$ cat src/rtl/flowctl_pkg.sv
`timescale 1ns/1ps
package flowctl_pkg;

    // Configuration bits; bit 0 is inband, bit 4 is dsr_auto
    typedef struct packed {
        logic dsr_auto;
        logic rts_auto;
        logic cts_auto;
        logic any_resume;
        logic inband;
    } cfg_t;

    localparam int CFG_W = $bits(cfg_t);

    typedef enum logic {IB_RUN, IB_HALT} ib_state_e;

    typedef enum logic [1:0] {
        BU_IDLE, BU_ACTIVE, BU_FINISH, BU_BLOCKED
    } burst_state_e;

    typedef enum logic [1:0] {CH_IDLE, CH_HOLD, CH_SHIFT} char_state_e;

    typedef enum logic {RX_OPEN, RX_CLOSED} rx_state_e;

endpackage

$ cat src/rtl/flowctl_sync.sv
`timescale 1ns/1ps
module flowctl_sync #(
    parameter int   STAGES    = 2,
    parameter logic RESET_VAL = 1'b1
) (
    input  logic clk,
    input  logic rst_n,
    input  logic d,
    output logic q
);
    logic [STAGES-1:0] chain;

    always_ff @(posedge clk or negedge rst_n) begin
        if (!rst_n) chain <= {STAGES{RESET_VAL}};
        else        chain <= {chain[STAGES-2:0], d};
    end

    assign q = chain[STAGES-1];
endmodule

$ cat src/rtl/flowctl_inband.sv
`timescale 1ns/1ps
module flowctl_inband
    import flowctl_pkg::*;
#(
    parameter int                DATA_W    = 8,
    parameter logic [DATA_W-1:0] XON_CHAR  = 8'h11,
    parameter logic [DATA_W-1:0] XOFF_CHAR = 8'h13
) (
    input  logic              clk,
    input  logic              rst_n,
    input  logic              inband_en,
    input  logic              any_resume,
    input  logic              rx_valid,
    input  logic [DATA_W-1:0] rx_data,
    input  logic              host_tx_enable,
    output logic              halted
);
    ib_state_e state, nxt;
    logic      is_xon, is_xoff;

    assign is_xon  = (rx_data == XON_CHAR);
    assign is_xoff = (rx_data == XOFF_CHAR);

    always_ff @(posedge clk or negedge rst_n) begin
        if (!rst_n) state <= IB_RUN;
        else        state <= nxt;
    end

    always_comb begin
        nxt = state;
        if (!inband_en) begin
            nxt = IB_RUN;
        end else begin
            unique case (state)
                IB_RUN: begin
                    if (rx_valid && is_xoff && !host_tx_enable) nxt = IB_HALT;
                end
                IB_HALT: begin
                    if (host_tx_enable)
                        nxt = IB_RUN;
                    else if (rx_valid && !is_xoff && (is_xon || any_resume))
                        nxt = IB_RUN;
                end
                default: nxt = IB_RUN;
            endcase
        end
    end

    // Dropping the enable releases the halt in the same cycle
    always_comb begin
        halted = (state == IB_HALT) && inband_en;
    end
endmodule

$ cat src/rtl/flowctl_txgate.sv
`timescale 1ns/1ps
module flowctl_txgate
    import flowctl_pkg::*;
(
    input  logic clk,
    input  logic rst_n,
    input  logic cts_auto,
    input  logic rts_auto,
    input  logic cts_high,
    input  logic fifo_nonempty,
    input  logic halted,
    input  logic tx_start_req,
    input  logic tx_char_done,
    output logic tx_start_gnt,
    output logic fifo_load_ok,
    output logic rts_n
);
    burst_state_e bstate, bnxt;
    char_state_e  cstate, cnxt;
    logic         cts_block, start_hold, burst_done;

    assign cts_block  = rts_auto && cts_high;
    assign start_hold = cts_auto && cts_high;
    assign burst_done = !fifo_nonempty && (cstate == CH_IDLE);

    always_ff @(posedge clk or negedge rst_n) begin
        if (!rst_n) begin
            bstate <= BU_IDLE;
            cstate <= CH_IDLE;
        end else begin
            bstate <= bnxt;
            cstate <= cnxt;
        end
    end

    // Burst tracking, drives request-to-send and FIFO loading
    always_comb begin
        bnxt = bstate;
        unique case (bstate)
            BU_IDLE:    if (fifo_nonempty && !cts_block) bnxt = BU_ACTIVE;
            BU_ACTIVE: begin
                if (cts_block)       bnxt = BU_FINISH;
                else if (burst_done) bnxt = BU_IDLE;
            end
            BU_FINISH: begin
                if (!rts_auto)       bnxt = BU_ACTIVE;
                else if (burst_done) bnxt = BU_BLOCKED;
            end
            BU_BLOCKED: if (!cts_block) bnxt = BU_IDLE;
            default:    bnxt = BU_IDLE;
        endcase
    end

    // Per-character start gating
    always_comb begin
        cnxt = cstate;
        unique case (cstate)
            CH_IDLE: begin
                if (tx_start_req) cnxt = start_hold ? CH_HOLD : CH_SHIFT;
            end
            CH_HOLD:  if (!start_hold)  cnxt = CH_SHIFT;
            CH_SHIFT: if (tx_char_done) cnxt = CH_IDLE;
            default:  cnxt = CH_IDLE;
        endcase
    end

    always_comb begin
        tx_start_gnt = (cstate == CH_SHIFT);
        fifo_load_ok = !halted &&
                       ((bstate == BU_ACTIVE) || (bstate == BU_FINISH));
        rts_n        = rts_auto ? (bstate != BU_ACTIVE) : 1'b0;
    end
endmodule

$ cat src/rtl/flowctl_rxgate.sv
`timescale 1ns/1ps
module flowctl_rxgate
    import flowctl_pkg::*;
(
    input  logic clk,
    input  logic rst_n,
    input  logic dsr_auto,
    input  logic dsr_high,
    input  logic rx_valid,
    output logic rx_enable
);
    rx_state_e state, nxt;

    always_ff @(posedge clk or negedge rst_n) begin
        if (!rst_n) state <= RX_OPEN;
        else        state <= nxt;
    end

    always_comb begin
        nxt = state;
        unique case (state)
            RX_OPEN:   if (rx_valid && dsr_auto && dsr_high) nxt = RX_CLOSED;
            RX_CLOSED: if (!dsr_auto || !dsr_high)           nxt = RX_OPEN;
            default:   nxt = RX_OPEN;
        endcase
    end

    always_comb begin
        rx_enable = (state == RX_OPEN) || !dsr_auto;
    end
endmodule

$ cat src/rtl/uart_flow_ctrl.sv
`timescale 1ns/1ps
module uart_flow_ctrl
    import flowctl_pkg::*;
#(
    parameter int                DATA_W      = 8,
    parameter logic [DATA_W-1:0] XON_CHAR    = 8'h11,
    parameter logic [DATA_W-1:0] XOFF_CHAR   = 8'h13,
    parameter int                SYNC_STAGES = 2
) (
    input  logic              clk,
    input  logic              rst_n,
    input  logic              cfg_wr,
    input  logic [CFG_W-1:0]  cfg_wdata,
    input  logic              host_tx_enable,
    input  logic              cts_n,
    input  logic              dsr_n,
    output logic              rts_n,
    input  logic              fifo_nonempty,
    output logic              fifo_load_ok,
    input  logic              tx_start_req,
    output logic              tx_start_gnt,
    input  logic              tx_char_done,
    input  logic              rx_valid,
    input  logic [DATA_W-1:0] rx_data,
    output logic              rx_enable,
    output logic              rx_fwd_valid,
    output logic [DATA_W-1:0] rx_fwd_data
);
    cfg_t cfg_q;
    logic cts_high, dsr_high, halted;

    always_ff @(posedge clk or negedge rst_n) begin
        if (!rst_n)      cfg_q <= '0;
        else if (cfg_wr) cfg_q <= cfg_t'(cfg_wdata);
    end

    flowctl_sync #(.STAGES(SYNC_STAGES), .RESET_VAL(1'b1)) u_cts_sync (
        .clk(clk), .rst_n(rst_n), .d(cts_n), .q(cts_high)
    );

    flowctl_sync #(.STAGES(SYNC_STAGES), .RESET_VAL(1'b1)) u_dsr_sync (
        .clk(clk), .rst_n(rst_n), .d(dsr_n), .q(dsr_high)
    );

    flowctl_inband #(
        .DATA_W(DATA_W), .XON_CHAR(XON_CHAR), .XOFF_CHAR(XOFF_CHAR)
    ) u_inband (
        .clk(clk), .rst_n(rst_n),
        .inband_en(cfg_q.inband), .any_resume(cfg_q.any_resume),
        .rx_valid(rx_valid), .rx_data(rx_data),
        .host_tx_enable(host_tx_enable), .halted(halted)
    );

    flowctl_txgate u_txgate (
        .clk(clk), .rst_n(rst_n),
        .cts_auto(cfg_q.cts_auto), .rts_auto(cfg_q.rts_auto),
        .cts_high(cts_high), .fifo_nonempty(fifo_nonempty),
        .halted(halted), .tx_start_req(tx_start_req),
        .tx_char_done(tx_char_done), .tx_start_gnt(tx_start_gnt),
        .fifo_load_ok(fifo_load_ok), .rts_n(rts_n)
    );

    flowctl_rxgate u_rxgate (
        .clk(clk), .rst_n(rst_n),
        .dsr_auto(cfg_q.dsr_auto), .dsr_high(dsr_high),
        .rx_valid(rx_valid), .rx_enable(rx_enable)
    );

    // Flow-control characters are passed on like any other
    assign rx_fwd_valid = rx_valid;
    assign rx_fwd_data  = rx_data;
endmodule

$ cat config.mk
export PLATFORM = sky130hd
export DESIGN_NAME = uart_flow_ctrl
export DESIGN_NICKNAME = d
export VERILOG_FILES = /design/src/rtl/flowctl_pkg.sv /design/src/rtl/flowctl_sync.sv /design/src/rtl/flowctl_inband.sv /design/src/rtl/flowctl_txgate.sv /design/src/rtl/flowctl_rxgate.sv /design/src/rtl/uart_flow_ctrl.sv
export SDC_FILE = /design/constraint.sdc
export NUM_CORES = 1
export LEC_CHECK = 0
export BUFFER_PORTS_ARGS = -buffer_cell sky130_fd_sc_hd__buf_2
export CORE_MARGIN = 8
export CORE_UTILIZATION = 45
export DETAILED_ROUTE_END_ITERATION = 16
export PLACE_DENSITY = 0.77
export REMOVE_ABC_BUFFERS = 1
export SLEW_MARGIN = 20
export SYNTH_ARGS = -nofsm -noshare
export SYNTH_HDL_FRONTEND = slang
export SYNTH_SLANG_ARGS = --single-unit
$ cat constraint.sdc
create_clock -name clk -period 2.04 [get_ports clk]
set_clock_uncertainty 0.15 [all_clocks]
set_input_delay 0.51 -clock clk [delete_from_list [all_inputs] [get_ports clk]]
set_output_delay 0.51 -clock clk [all_outputs]
set_load 0.01 [all_outputs]
==> metrics.cfg, run 1 <==
[outcome]
outcome = finished clean

[floorplanning]
die-width_um = 57.9
floorplan.io_pins = 36
floorplan.rows = 15
initial_utilization_pct = 46.7
design.core.area_mm2 = 0.00169
floorplan.die_area_mm2 = 0.00335
die_h_um = 57.9

[grt]
wire_length_of_the_first_global_routing_pass_um = 2620
grt_start_max_net_pins = 16
grt_pass1_vias = 661
global_route.overflow_total = 0
global_route.usage.total_pct = 10.0
grt_antenna_before_repair = 0

[sta]
timing.slew.headroom_pct = 78.8
maxSlewViolCount = 0
max_slew.worst_pin.slew_ns = 0.318
post-route-period-util_pct = 96.7
rsz_0062_raised_after_global_routing = no
hold_viol = 0
setup_viol = 0
setup_tns_ns = 0
max_clock_freq_mhz = 507
worst_slack_ns = 0.0683
period_needed_ns = 1.97

[setup_path]
setup.worst_path.start_class = flop
r2r.worst_path.cells = 5
timing.critical_path.to = fifo_load_ok
crit_required_ns = 1.38
worstSetupStartpoint = u_txgate.bstate[1]$_DFFE_PN0P_
r2r_setup_slack_ns = 0.47
setup.worst_path.end_class = output port
critical_path.reg2reg.endpoint = u_txgate.bstate[1]$_DFFE_PN0P_
critical_path_arrival_ns = 1.31
worstSetupPathType = flop to output port
worst-path-max-fanout = 4
critical_path.reg2reg.startpoint = u_txgate.bstate[0]$_DFFE_PN0P_

[clocking]
ctsHtreeMaxLevel = 1
cts.sinks = 15
cts_root_buffer = sky130_fd_sc_hd__clkbuf_4
cts_tree = done
insertion_delay_ns = 0.28
clk_pin_slew_worst_paths_ns = 0.08
cts_inserted_buffers = 3
max-clock-path-buffers = 2

[final_layout]
layout-drive-gt1-share_pct = 54.0
layout-area-overhead-vs-synth_pct = 22.1
nNetsFinal = 129
antenna_cells_inserted = 0
final_area_um2 = 962

[synth]
total_of_warnings_raised_by_yosys = 0
ys_ff_latch = 15
syn-mean-instance-area_um2 = 11.6
synth_cell_type_count = 25
post_synth_inst_count = 68
synth-seq-area-share_pct = 48.3
async_flop_share_pct = 100
post_synth_most_frequent_cells = sky130_fd_sc_hd__dfrtp_1, sky130_fd_sc_hd__buf_4
netlist_area_um2 = 788
yosysTopAreaCell = sky130_fd_sc_hd__dfrtp_1
synth_largest_type_area_fraction_pct = 34.9
synth_enable_flop_cells = 0
synth-main-ff-cell = sky130_fd_sc_hd__dfrtp_1
synth.most_common_cell = sky130_fd_sc_hd__dfrtp_1
ranking_of_synthesized_cells_by_area = sky130_fd_sc_hd__dfrtp_1, sky130_fd_sc_hd__dfstp_2, sky130_fd_sc_hd__buf_4, sky130_fd_sc_hd__ha_1, sky130_fd_sc_hd__mux2_2

[placement]
io_buffers = 35
gp_congestion = 0.731
place.detailed.hpwl_um = 1330
dpl-instance-area_um2 = 917
place_ws_ns = 0.314

[detailed_routing]
drt-pass1-iter-count = 4
met2WireLength_um = 821
detail_route.wirelength.met1_um = 550
route.met3.wl_um = 110
detail_route.vias_per_cell = 5.03
via_count = 589
remaining_drcs = 0
route.detailed.wl_per_inst_um = 12.9
drt_iter0_drc = 8
top_signal_layer_used = met4
detail_route.wirelength_um = 1510
ant_nets = 0

[power_and_ir_drop]
vdd_ir_max_mv = 0.492
lkg_pwr_uw = 0.000507
powerDensity_mw_per_mm2 = 910

[worst_hold_path]
worst_hold_path_type = input port to flop

[run]
maxCapViolations = 0

-- cells in the final DEF, fill, tap and decap left out, types with 2 or more instances in the layout --
cell	instances
sky130_fd_sc_hd__buf_2	35
sky130_fd_sc_hd__nand2_1	5
sky130_fd_sc_hd__dfrtp_1	11
sky130_fd_sc_hd__inv_1	4
sky130_fd_sc_hd__nor2b_1	2
sky130_fd_sc_hd__ha_1	5
sky130_fd_sc_hd__dfstp_2	4
sky130_fd_sc_hd__mux2_2	5
sky130_fd_sc_hd__mux2i_1	2
sky130_fd_sc_hd__nor2_1	4
sky130_fd_sc_hd__clkbuf_4	3
sky130_fd_sc_hd__a21oi_1	2
-- worst min-delay path by stage --
| stage | to | depth (start not counted) | slack [ns] | from |
|---|---|---|---|---|
| floorplan | cfg_q[0]$_DFFE_PN0P_ | 0 | 0.06 | rst_n |
| global placement | u_cts_sync.chain[1]$_DFF_PN1_ | 0 | 0.20 | u_cts_sync.chain[0]$_DFF_PN1_ |
| detailed placement | u_dsr_sync.chain[1]$_DFF_PN1_ | 0 | 0.20 | u_dsr_sync.chain[0]$_DFF_PN1_ |
| CTS | u_cts_sync.chain[0]$_DFF_PN1_ | 1 | 0.16 | cts_n |
| global route | u_cts_sync.chain[0]$_DFF_PN1_ | 1 | 0.15 | cts_n |
| finish | u_dsr_sync.chain[0]$_DFF_PN1_ | 1 | 0.17 | dsr_n |
-- critical path, stage by stage (launching register included) --
cell                       delay (ns)
sky130_fd_sc_hd__dfrtp_1         0.40
sky130_fd_sc_hd__inv_2           0.07
sky130_fd_sc_hd__ha_1            0.27
sky130_fd_sc_hd__a21boi_1        0.15
sky130_fd_sc_hd__buf_2           0.14
-- logic make-up (layout without fill, tap and decap cells) --
group,count (synthesis),count (layout),synth area share [%]
flops,15,15,48.3
fa+ha+maj,5,5,7.94
mux,7,7,9.68
compound gates,11,11,11.9
simple gates,16,16,11.3
buf+inv,14,46,11.0
-- metal layers --
metal | up-vias | GRT usage (%)
li1 | 290 | -
met4 | 0 | 5.94
met1 | 276 | 9.38
met5 | - | 0
met3 | 3 | 3.75
met2 | 20 | 18.2
-- state kept, by name, summed over array words and instances (netlist names) --
name	cells
cfg_q	5
u_cts_sync.chain	2
u_dsr_sync.chain	2
u_inband.state	1
u_rxgate.state	1
u_txgate.bstate	2
u_txgate.cstate	2
-- per-stage QoR --
stage	util (%)	hold slack (ns)	power [uW]	std cells
final	57.0	0.168	875	117
after global routing	57.0	0.147	942	117
after CTS	57.0	0.156	885	117
after detailed placement	54.3	0.197	702	111
after global placement	54.3	0.196	689	111
after floorplan	-	0.0644	583	59
-- final cells by class --
type / instances / area [um2]
Clock inverter: 1 / 5.00
Sequential cell: 15 / 380
Timing Repair Buffer: 37 / 193
Clock buffer: 3 / 22.5
Inverter: 5 / 18.8
Multi-Input combinational cell: 39 / 322
Fill cell: 158 / 727
Tap cell: 17 / 21.3
-- power by group --
group          internal [uW]  total [uW]  switching, uW
combinational            172         344            172
sequential               341         369           28.4
clock                   72.8         162           89.6
-- repair_timing --
item,in CTS,in global routing
hold buffers,1,0
setup buffers,1,0
resized for setup,0,2
endpoints found under the hold margin,11,0
endpoints found under the setup margin,1,1
(Power assumes the default switching activity.)
==> inputs of run 2 (changes only) <==
- CTS_BUF_LIST: unset -> sky130_fd_sc_hd__clkbuf_8
==> metrics.cfg, run 2 (synthesis gave the netlist of run 1 again) <==
[clocking]
post_cts_resized = 0
cts_tree = done
max-clock-path-buffers = 2
cts.sinks = 15
cts_inserted_buffers = 3
cts_root_buffer = sky130_fd_sc_hd__clkbuf_8
cts_setup_buffers = 0
insertion_delay_ns = 0.24
post_cts_hold_buffer_count = 0
ctsHtreeMaxLevel = 1
clk_pin_slew_worst_paths_ns = 0.06

[power_and_ir_drop]
vdd_ir_max_mv = 0.577
powerDensity_mw_per_mm2 = 962
fin_total_pwr_uw = 934
lkg_pwr_uw = 0.000510

[setup_path]
crit_slowest_cell = sky130_fd_sc_hd__dfrtp_1
max_stage_delay_ns = 0.37
critical_path_arrival_ns = 1.32
crit_required_ns = 1.38
crit_family = flip-flops
cp_cell_sequence = inv_1, ha_1, a21boi_0, buf_2
setup.worst_path.end_class = output port
critical_path.reg2reg.startpoint = u_txgate.bstate[0]$_DFFE_PN0P_
critical_path.reg2reg.endpoint = u_txgate.bstate[1]$_DFFE_PN0P_
worstSetupPathType = flop to output port
cp.buffers_inverters = 2
r2r_setup_slack_ns = 0.46
r2r.worst_path.cells = 5
worst-path-max-fanout = 4
setup.worst_path.start_class = flop

[detailed_routing]
remaining_drcs = 0
drt-pass1-iter-count = 4
route.detailed.wl_per_inst_um = 13.1
drt_iter0_drc = 8
detail_route.wirelength_um = 1520
detail_route.vias_per_cell = 4.94
via_count = 573
ant_nets = 0

[grt]
grt_pass1_vias = 661
grt_antenna_before_repair = 0
global_route.overflow_total = 0
global_route.usage.total_pct = 9.85
wire_length_of_the_first_global_routing_pass_um = 2590
grt_start_max_net_pins = 16

[floorplanning]
die_h_um = 57.9
initial_utilization_pct = 46.7
floorplan.rows = 15
floorplan.die_area_mm2 = 0.00335
floorplan.io_pins = 36
die-width_um = 57.9
design.core.area_mm2 = 0.00169

[final_layout]
layout-area-overhead-vs-synth_pct = 23.2
nNetsFinal = 128
layout_commonest_cell = sky130_fd_sc_hd__buf_2
commonest_cells_after_routing_fill_and_taps_aside = sky130_fd_sc_hd__buf_2, sky130_fd_sc_hd__dfrtp_1
final_area_um2 = 971
largest_reg_flops = 5
regMostFlops = cfg_q
layout-drive-gt1-share_pct = 53.5
antenna_cells_inserted = 0

[sta]
hold_viol = 0
max_clock_freq_mhz = 506
timing.slew.headroom_pct = 78.7
period_needed_ns = 1.98
setup_viol = 0
post-route-period-util_pct = 96.8
max_slew.worst_pin.slew_ns = 0.320
maxSlewViolCount = 0

[placement]
gp_congestion = 0.731
place.detailed.hpwl_um = 1330
io_buffers = 35
dpl-instance-area_um2 = 917

[worst_hold_path]
worst_hold_path_type = input port to asynchronous set/reset pin

[run]
maxCapViolations = 0

[outcome]
outcome = finished clean

[run 2: cell types whose count changed in the layout (fill, tap and decap cells not counted)]
cell / change
sky130_fd_sc_hd__a21boi_1: -1
sky130_fd_sc_hd__inv_2: -1
sky130_fd_sc_hd__a21boi_0: +1
sky130_fd_sc_hd__clkbuf_8: +3
sky130_fd_sc_hd__inv_1: +1
sky130_fd_sc_hd__dlygate4sd3_1: -1
sky130_fd_sc_hd__clkbuf_4: -3
[run 2: power breakdown]
part / internal (uW) / total [uW] / switching, uW
registers: 341 / 371 / 29.4
logic: 167 / 335 / 168
clock network: 135 / 228 / 93.3
total: 643 / 934 / 291
[run 2: final cells by class]
cell class | instances | area (um2)
clock buffers | 3 | 41.3
multi-input cells | 39 | 322
fillers | 154 | 718
flip-flops and latches | 15 | 380
inverters | 5 | 18.8
clock inverters | 1 | 5.00
well taps | 17 | 21.3
repair buffers | 36 | 183
[run 2: per-stage QoR]
stage	setup WS (ns)	utilization, %	hold slack (ns)	TNS [ns]	std cells
after global routing	-0.000878	57.5	0.0261	-0.000878	116
after global placement	0.366	54.3	0.196	0	111
after floorplan	0.380	-	0.0644	0	59
after detailed placement	0.314	54.3	0.197	0	111
final	0.0648	57.5	0.00681	0	116
after CTS	0.0448	57.0	0.0119	0	115
[run 2: worst max path at each step]
| stage | from | end | slack (ns) | cells past startpoint |
|---|---|---|---|---|
| 3_3_place_gp | u_txgate.bstate[0]$_DFFE_PN0P_ | fifo_load_ok | 0.37 | 4 |
| 5_1_grt | u_txgate.bstate[0]$_DFFE_PN0P_ | fifo_load_ok | -0.0009 | 4 |
| 4_1_cts | u_txgate.bstate[0]$_DFFE_PN0P_ | fifo_load_ok | 0.04 | 4 |
| 2_1_floorplan | u_txgate.bstate[0]$_DFFE_PN0P_ | fifo_load_ok | 0.38 | 3 |
| 6_report | u_txgate.bstate[0]$_DFFE_PN0P_ | fifo_load_ok | 0.06 | 4 |
| 3_5_place_dp | u_txgate.bstate[0]$_DFFE_PN0P_ | fifo_load_ok | 0.31 | 4 |
[run 2: routing by layer]
metal  global-route usage, %  share of wire (%)  routed length (um)
met5                       0                  0                   0
met4                    4.90                  0                   0
met3                    3.53                7.1                 108
met2                    18.0                 56                 848
met1                    9.51                 37                 567
